--- src/rtl/irq_enable_aggregator.sv ---
module irq_enable_aggregator #(
  parameter int NSRC = 4,
  parameter logic [4*NSRC-1:0] EN_MAX = 16'h1321,
  parameter int ASSERT_MAX = 3,
  localparam int AW = $clog2(ASSERT_MAX + 1),
  localparam int PW = $clog2(NSRC + 1)
) (
  input  logic            clk,
  input  logic            rst_n,
  input  logic [NSRC-1:0] en_inc,
  input  logic [NSRC-1:0] en_dec,
  input  logic [NSRC-1:0] as_inc,
  input  logic [NSRC-1:0] as_dec,
  output logic [NSRC-1:0] pending,
  output logic [PW-1:0]   parent_cnt,
  output logic            cpu_irq,
  output logic            busy,
  output logic            err
);
  localparam logic [AW-1:0] AMAX = AW'(ASSERT_MAX);

  logic [NSRC-1:0] q_ei, q_ed, q_ai, q_ad;
  logic [NSRC-1:0] w_ei, w_ed, w_ai, w_ad, want, grant;
  logic [NSRC-1:0] pend_nxt, src_err;
  logic [PW-1:0]   parent_nxt;
  logic            rise, fall;

  assign w_ei  = q_ei | en_inc;
  assign w_ed  = q_ed | en_dec;
  assign w_ai  = q_ai | as_inc;
  assign w_ad  = q_ad | as_dec;
  assign want  = w_ei | w_ed | w_ai | w_ad;
  assign grant = want & (~want + NSRC'(1));
  assign busy  = |(q_ei | q_ed | q_ai | q_ad);

  always_ff @(posedge clk or negedge rst_n) begin
    if (!rst_n) begin
      q_ei <= '0;
      q_ed <= '0;
      q_ai <= '0;
      q_ad <= '0;
    end else begin
      q_ei <= w_ei & ~grant;
      q_ed <= w_ed & ~grant;
      q_ai <= w_ai & ~grant;
      q_ad <= w_ad & ~grant;
    end
  end

  for (genvar i = 0; i < NSRC; i++) begin : g_src
    localparam logic [3:0] EMAX = EN_MAX[4*i +: 4];
    logic [3:0]    ecnt, ecnt_nxt;
    logic [AW-1:0] acnt, acnt_nxt;
    logic up_e, dn_e, up_a, dn_a, bad;

    assign up_e = grant[i] & w_ei[i] & ~w_ed[i];
    assign dn_e = grant[i] & w_ed[i] & ~w_ei[i];
    assign up_a = grant[i] & w_ai[i] & ~w_ad[i];
    assign dn_a = grant[i] & w_ad[i] & ~w_ai[i];
    assign bad  = (up_e && ecnt == EMAX) || (dn_e && ecnt == 4'd0) ||
                  (up_a && acnt == AMAX) || (dn_a && acnt == '0);

    always_comb begin
      ecnt_nxt = ecnt;
      if (up_e && ecnt != EMAX) ecnt_nxt = ecnt + 4'd1;
      else if (dn_e && ecnt != 4'd0) ecnt_nxt = ecnt - 4'd1;
      acnt_nxt = acnt;
      if (up_a && acnt != AMAX) acnt_nxt = acnt + AW'(1);
      else if (dn_a && acnt != '0) acnt_nxt = acnt - AW'(1);
    end

    always_ff @(posedge clk or negedge rst_n) begin
      if (!rst_n) begin
        ecnt <= '0;
        acnt <= '0;
      end else begin
        ecnt <= ecnt_nxt;
        acnt <= acnt_nxt;
      end
    end

    assign pending[i]  = (acnt != '0) && (ecnt == EMAX);
    assign pend_nxt[i] = (acnt_nxt != '0) && (ecnt_nxt == EMAX);
    assign src_err[i]  = bad;
  end

  assign rise = |(pend_nxt & ~pending);
  assign fall = |(pending & ~pend_nxt);

  always_comb begin
    parent_nxt = parent_cnt;
    if (rise) parent_nxt = parent_cnt + PW'(1);
    else if (fall) parent_nxt = parent_cnt - PW'(1);
  end

  always_ff @(posedge clk or negedge rst_n) begin
    if (!rst_n) begin
      parent_cnt <= '0;
      cpu_irq    <= 1'b0;
      err        <= 1'b0;
    end else begin
      parent_cnt <= parent_nxt;
      cpu_irq    <= parent_nxt != '0;
      err        <= err | (|src_err);
    end
  end
endmodule

--- config.mk ---
export PLATFORM = sky130hd
export DESIGN_NAME = irq_enable_aggregator
export DESIGN_NICKNAME = d
export VERILOG_FILES = /design/src/rtl/irq_enable_aggregator.sv
export SDC_FILE = /design/constraint.sdc
export NUM_CORES = 1
export LEC_CHECK = 0
export BUFFER_PORTS_ARGS = -buffer_cell sky130_fd_sc_hd__buf_2
export CAP_MARGIN = 10
export CORE_UTILIZATION = 60
export CTS_BUF_LIST = sky130_fd_sc_hd__clkbuf_2 sky130_fd_sc_hd__clkbuf_4 sky130_fd_sc_hd__clkbuf_8
export DETAILED_ROUTE_END_ITERATION = 7
export PLACE_DENSITY_LB_ADDON = 0.1
export SYNTH_ARGS = -nofsm -noshare
export SYNTH_HDL_FRONTEND = slang
export SYNTH_SLANG_ARGS = --single-unit
--- constraint.sdc ---
create_clock -name clk -period 3.8 [get_ports clk]
set_input_delay 0.57 -clock clk [delete_from_list [all_inputs] [get_ports clk]]
set_output_delay 0.57 -clock clk [all_outputs]
set_load 0.005 [all_outputs]
Word-level counts from Yosys, hierarchy flattened --
Index checks and enable logic that the tools add are counted.
Storage, ports and cells: register bits 45, input bits 18, output and inout port bits 10, logic and storage cells 219
Operators by class: add/subtract/negate cells 19, equality and inequality tests 20, mux-type cells 18, bitwise operators 70, reduce and logical (&&, ||, !) cells 77
Operators by type and width (number):
- $logic_and A1 B1 Y1 | 40
- $or A4 B4 Y4 | 10
- $and A1 B1 Y1 | 32
- $mux W4 | 8
- $and A4 B4 Y4 | 7
- $add A4 B1 Y4 const B | 5
- $eq A4 B1 Y1 const B | 4
- $eq A4 B2 Y1 const B | 4
- $logic_not A4 Y1 | 4
- $mux W2 | 8
- $not A1 Y1 | 16
- $not A4 Y4 | 4
- $reduce_bool A2 Y1 | 8
- $reduce_bool A4 Y1 | 4
- $reduce_or A4 Y1 | 4
- $sub A4 B1 Y4 const B | 4
- $logic_or A1 B1 Y1 | 12
- $add A2 B1 Y2 const B | 4
- $eq A2 B2 Y1 const B | 4
- $logic_not A2 Y1 | 4
- $ne A2 B2 Y1 const B | 4
- $ne A4 B1 Y1 const B | 2
- $ne A4 B2 Y1 const B | 2
- $sub A2 B1 Y2 const B | 4
- other kinds (5) | 6

Longest topological paths before layout --
depth in word-level cells 20, mapped depth 12, depth with buffers taken out 11

Worst setup path before layout --
Ideal clock, no wire load.
kind input to register, start in en_inc[0], end reg cpu_irq, setup time 0.095 ns, arrival 3.056 ns, required time 3.705 ns, path slack 0.649 ns, stages 10, buffers on the path 1, cell sequence or2_1 a211oi_1 a21oi_1 xnor2_1 or4_1 nand2_1 or4b_1 buf_2 and4_4 o32ai_2
On the way: word-level cells in the longest chain between the ends 20, elaborated cells between the ends (all ways) 92, those cells by class 1 x add/sub; 4 x eq/ne; 18 x mux; 42 x bitwise; 27 x reduce/logical
Ends and longest elaborated chain:
- start, declared | RTL line 10 | input logic [NSRC-1:0] en_inc,
- $or A4 B4 Y4 * | RTL line 28 | assign w_ei = q_ei | en_inc;
- $or A4 B4 Y4 (3 in series) | RTL line 32 | assign want = w_ei | w_ed | w_ai | w_ad;
- $not A4 Y4 | RTL line 33 | assign grant = want & (~want + NSRC'(1));
- $add A4 B1 Y4 | RTL line 33
- $and A4 B4 Y4 | RTL line 33
- $and A1 B1 Y1 (2 in series) | RTL line 57 | assign dn_e = grant[i] & w_ed[i] & ~w_ei[i];
- $logic_and A1 B1 Y1 | RTL line 66 | else if (dn_e && ecnt != 4'd0) ecnt_nxt = ecnt - 4'd1;
- $mux W4 | RTL line 66
- [1 not listed]
- via g_src[0].ecnt_nxt[3] | RTL line 52 | logic [3:0] ecnt, ecnt_nxt;
- $eq A4 B1 Y1 * | RTL line 83 | assign pend_nxt[i] = (acnt_nxt != '0) && (ecnt_nxt == EMAX);
- $logic_and A1 B1 Y1 * | RTL line 83
- $not A4 Y4 | RTL line 88 | assign fall = |(pending & ~pend_nxt);
- $and A4 B4 Y4 | RTL line 88
- $reduce_or A4 Y1 | RTL line 88
- $mux W3 | RTL line 93 | else if (fall) parent_nxt = parent_cnt - PW'(1);
- $mux W3 * | RTL line 92 | if (rise) parent_nxt = parent_cnt + PW'(1);
- $reduce_bool A3 Y1 * | RTL line 103 | cpu_irq <= parent_nxt != '0;
- end signal, assigned | RTL line 99 | cpu_irq <= 1'b0;
- end signal, assigned | RTL line 103
- end, declared | RTL line 16 | output logic cpu_irq,
The timed path passes the listed nets; every way through them passes the cells marked *.

Final worst setup path --
start reg g_src[1].ecnt[0], end reg cpu_irq
On the way: word-level cells in the longest chain between the ends 12, elaborated cells between the ends (all ways) 21, those cells by class 2 x add/sub; 3 x eq/ne; 4 x mux; 4 x bitwise; 8 x reduce/logical
Ends and longest elaborated chain:
- start, declared | RTL line 52
- start signal, assigned | RTL line 77 | ecnt <= ecnt_nxt;
- branches (longest 10 deep; another with $sub A4 B1 Y4)
- $mux W3 * | RTL line 92
- $reduce_bool A3 Y1 * | RTL line 103
Mark *: on every way between the ends.

==> results.toml <==
[critical_path]
cp_data_arrival_time_ns = 3.74
criticalPathCategory = "reg -> reg"
cp_max_fo = 6
worst_setup_path_end_kind = "flop"
cp.required_ns = 4.01
critPathLaunchType = "flop"
r2r_cells = 10

[sta]
fmax_mhz = 283
worst_slew_pin_slew_ns = 1.05
worst_clock_skew_ns = 0.0108
slew_headroom_pct = 30.2
setup_viol = 0
rsz0062_at_grt = "no"
whs_ns = 0.453
fin_tns_setup_ns = 0
period_needed_ns = 3.53
hold_violations = 0
period_share_pct = 93.0
slew_violations = 0

[layout]
multi_input_area_um2 = 1980
final_layout_size_suffix_gt1_share_pct = 17.1
fill_cells = 438
fin_cells = 461
regArea_um2 = 1130
final_util_pct = 68.9
area_growth_pct = 9.88
diodes = 0
nets = 429

[drt]
wl_met2_um = 3460
drt_iter0_markers = 148
met3_length_um = 270
via_per_inst = 6.00
dr.pass1.iters = 4
drc_errors = 0
routed-via-count = 2764
ant_nets = 0
wl_per_cell_um = 15.6
top_layer = "met4"
wl_met1_um = 3330
wl_um = 7180

[clock_tree]
clock_path_buffers = 2
cts_root_buf = "clkbuf_8"
htreeDepth = 2
clk_latency_ns = 0.30
post_cts_buffers = 0
cts.hold.buffers_added = 0
cts_num_sinks = 45
cts.clk_slew.worst_paths_ns = 0.09
cts_buffers = 5
ctsResizeCount = 0
cts_tree = "done"

[global_route]
grt_overflow = 0
antenna_found_initial = 0
track_usage_pct = 26.7
grt_pass1_wl_um = 11500
grt_max_degree = 46
grt_pass1_vias = 2509

[placed_design]
place_congestion = 0.845
dp_hpwl_um = 5510
port_buffers = 27
dp_cells = 453

[pwr]
ir_drop_mv = 0.401
power.density_nw_per_um2 = 362
p_leak_nw = 1.53

[die]
fp-row-count = 26
ioPinCount = 28
die-area_um2 = 5700
die_width_um = 75.5
fp.dieH_um = 75.5
core_um2 = 5170
initial_utilization_pct = 62.7

[synthesis]
synthTopCellsByArea = "dfrtp_1 (35%), ha_1 (8.1%), nor2_1 (4.7%)"
ys_types = 69
ys.warnings.count = 0
async_flop_share_pct = 100
synth_edf_count = 0
synth_common_cells = "dfrtp_1 (45), nor2_1 (41), inv_1 (29)"
synth-seq-area-share_pct = 34.7
syn_inst = 355
syn_avg_cell_area_um2 = 9.14
synth_top_area_cell = "dfrtp_1"
syn-cell-area_um2 = 3240
synth_ff_type = "dfrtp_1"
yosysMostFrequentCell = "dfrtp_1"
synth-seq-cells = 45
yosys.area.top_type_share_pct = 34.7

[job]
drv_cap = 0

[status]
outcome = "finished clean"

[worst_hold_path]
hold_path.class = "in -> async"
-- per-layer routing --
layer	vias to the layer above	GRT usage, %
li1	1379	-
met1	1318	35.4
met2	56	45.4
met3	11	4.37
met4	0	7.20
met5	-	0
-- critical path, cell delays in order, from the launching register on --
cell	delay [ns]
dfrtp_1	0.42
inv_1	0.10
ha_1	0.21
a2111oi_0	0.52
nand2_1	0.20
o41ai_1	0.34
xnor2_1	0.22
a41oi_1	0.22
or4b_1	0.71
and4_4	0.26
o32ai_2	0.23
-- worst paths after layout --
| path | slack [ns] | to | start |
|---|---|---|---|
| max in group asynchronous | 2.70 | g_src[3].ecnt[0] | rst_n |
| worst min-delay path | 0.45 | g_src[1].acnt[0] | rst_n |
| worst max register to register | 0.27 | cpu_irq | g_src[1].ecnt[0] |
| worst min register to register | 0.54 | g_src[0].ecnt[3] | g_src[0].ecnt[3] |
| min in group clk | 0.54 | g_src[0].ecnt[3] | g_src[0].ecnt[3] |
| worst max-delay path | 0.27 | cpu_irq | g_src[1].ecnt[0] |
-- layout make-up --
type                            instances  area share [%]
Tap cell                               70            2.46
Sequential cell                        45            31.6
Inverter                               29            3.05
Multi-Input combinational cell        277            55.5
Clock inverter                          1           0.211
Timing Repair Buffer                   32            4.85
Clock buffer                            7            2.35
-- cells in the final DEF (no fill, tap or decap), types with 8 or more instances in the layout --
cell	instances
dfrtp_1	45
nor2_1	41
inv_1	29
buf_2	27
nand3_1	21
ha_1	21
nand2_1	16
nor3_1	14
xnor2_1	11
nand4_1	9
a21oi_1	8
-- cells by family after synthesis --
family,Yosys count,synth area share (%)
buffers and inverters,36,4.67
xor gates and xnor gates,11,2.97
DFF,45,34.7
and+or+nand+nor,167,30.7
muxes,5,1.74
adders and majority gates,21,8.10
AOI/OAI and AO/OA,69,17.0
other,1,0.116
-- through the flow --
stage	cell area, um2	power [mW]	setup WS (ns)
after floorplan	3250	0.879	0.649
after global placement	3470	0.976	0.213
after detailed placement	3470	0.993	0.136
after CTS	3560	1.30	0.254
after global routing	3560	1.37	0.0146
final	3560	1.29	0.268
-- power breakdown --
group	internal, mW	switching (mW)
combinational	0.183	0.200
sequential	0.535	0.0645
clock	0.145	0.164
total	0.863	0.428
-- registers in the layout (all words and copies together) (netlist names) --
name / count
g_src.ecnt: 16
g_src.acnt: 8
q_ad: 4
q_ai: 4
q_ed: 4
q_ei: 4
parent_cnt: 3
cpu_irq: 1
err: 1
No activity file was read; power rests on OpenSTA's default activity.
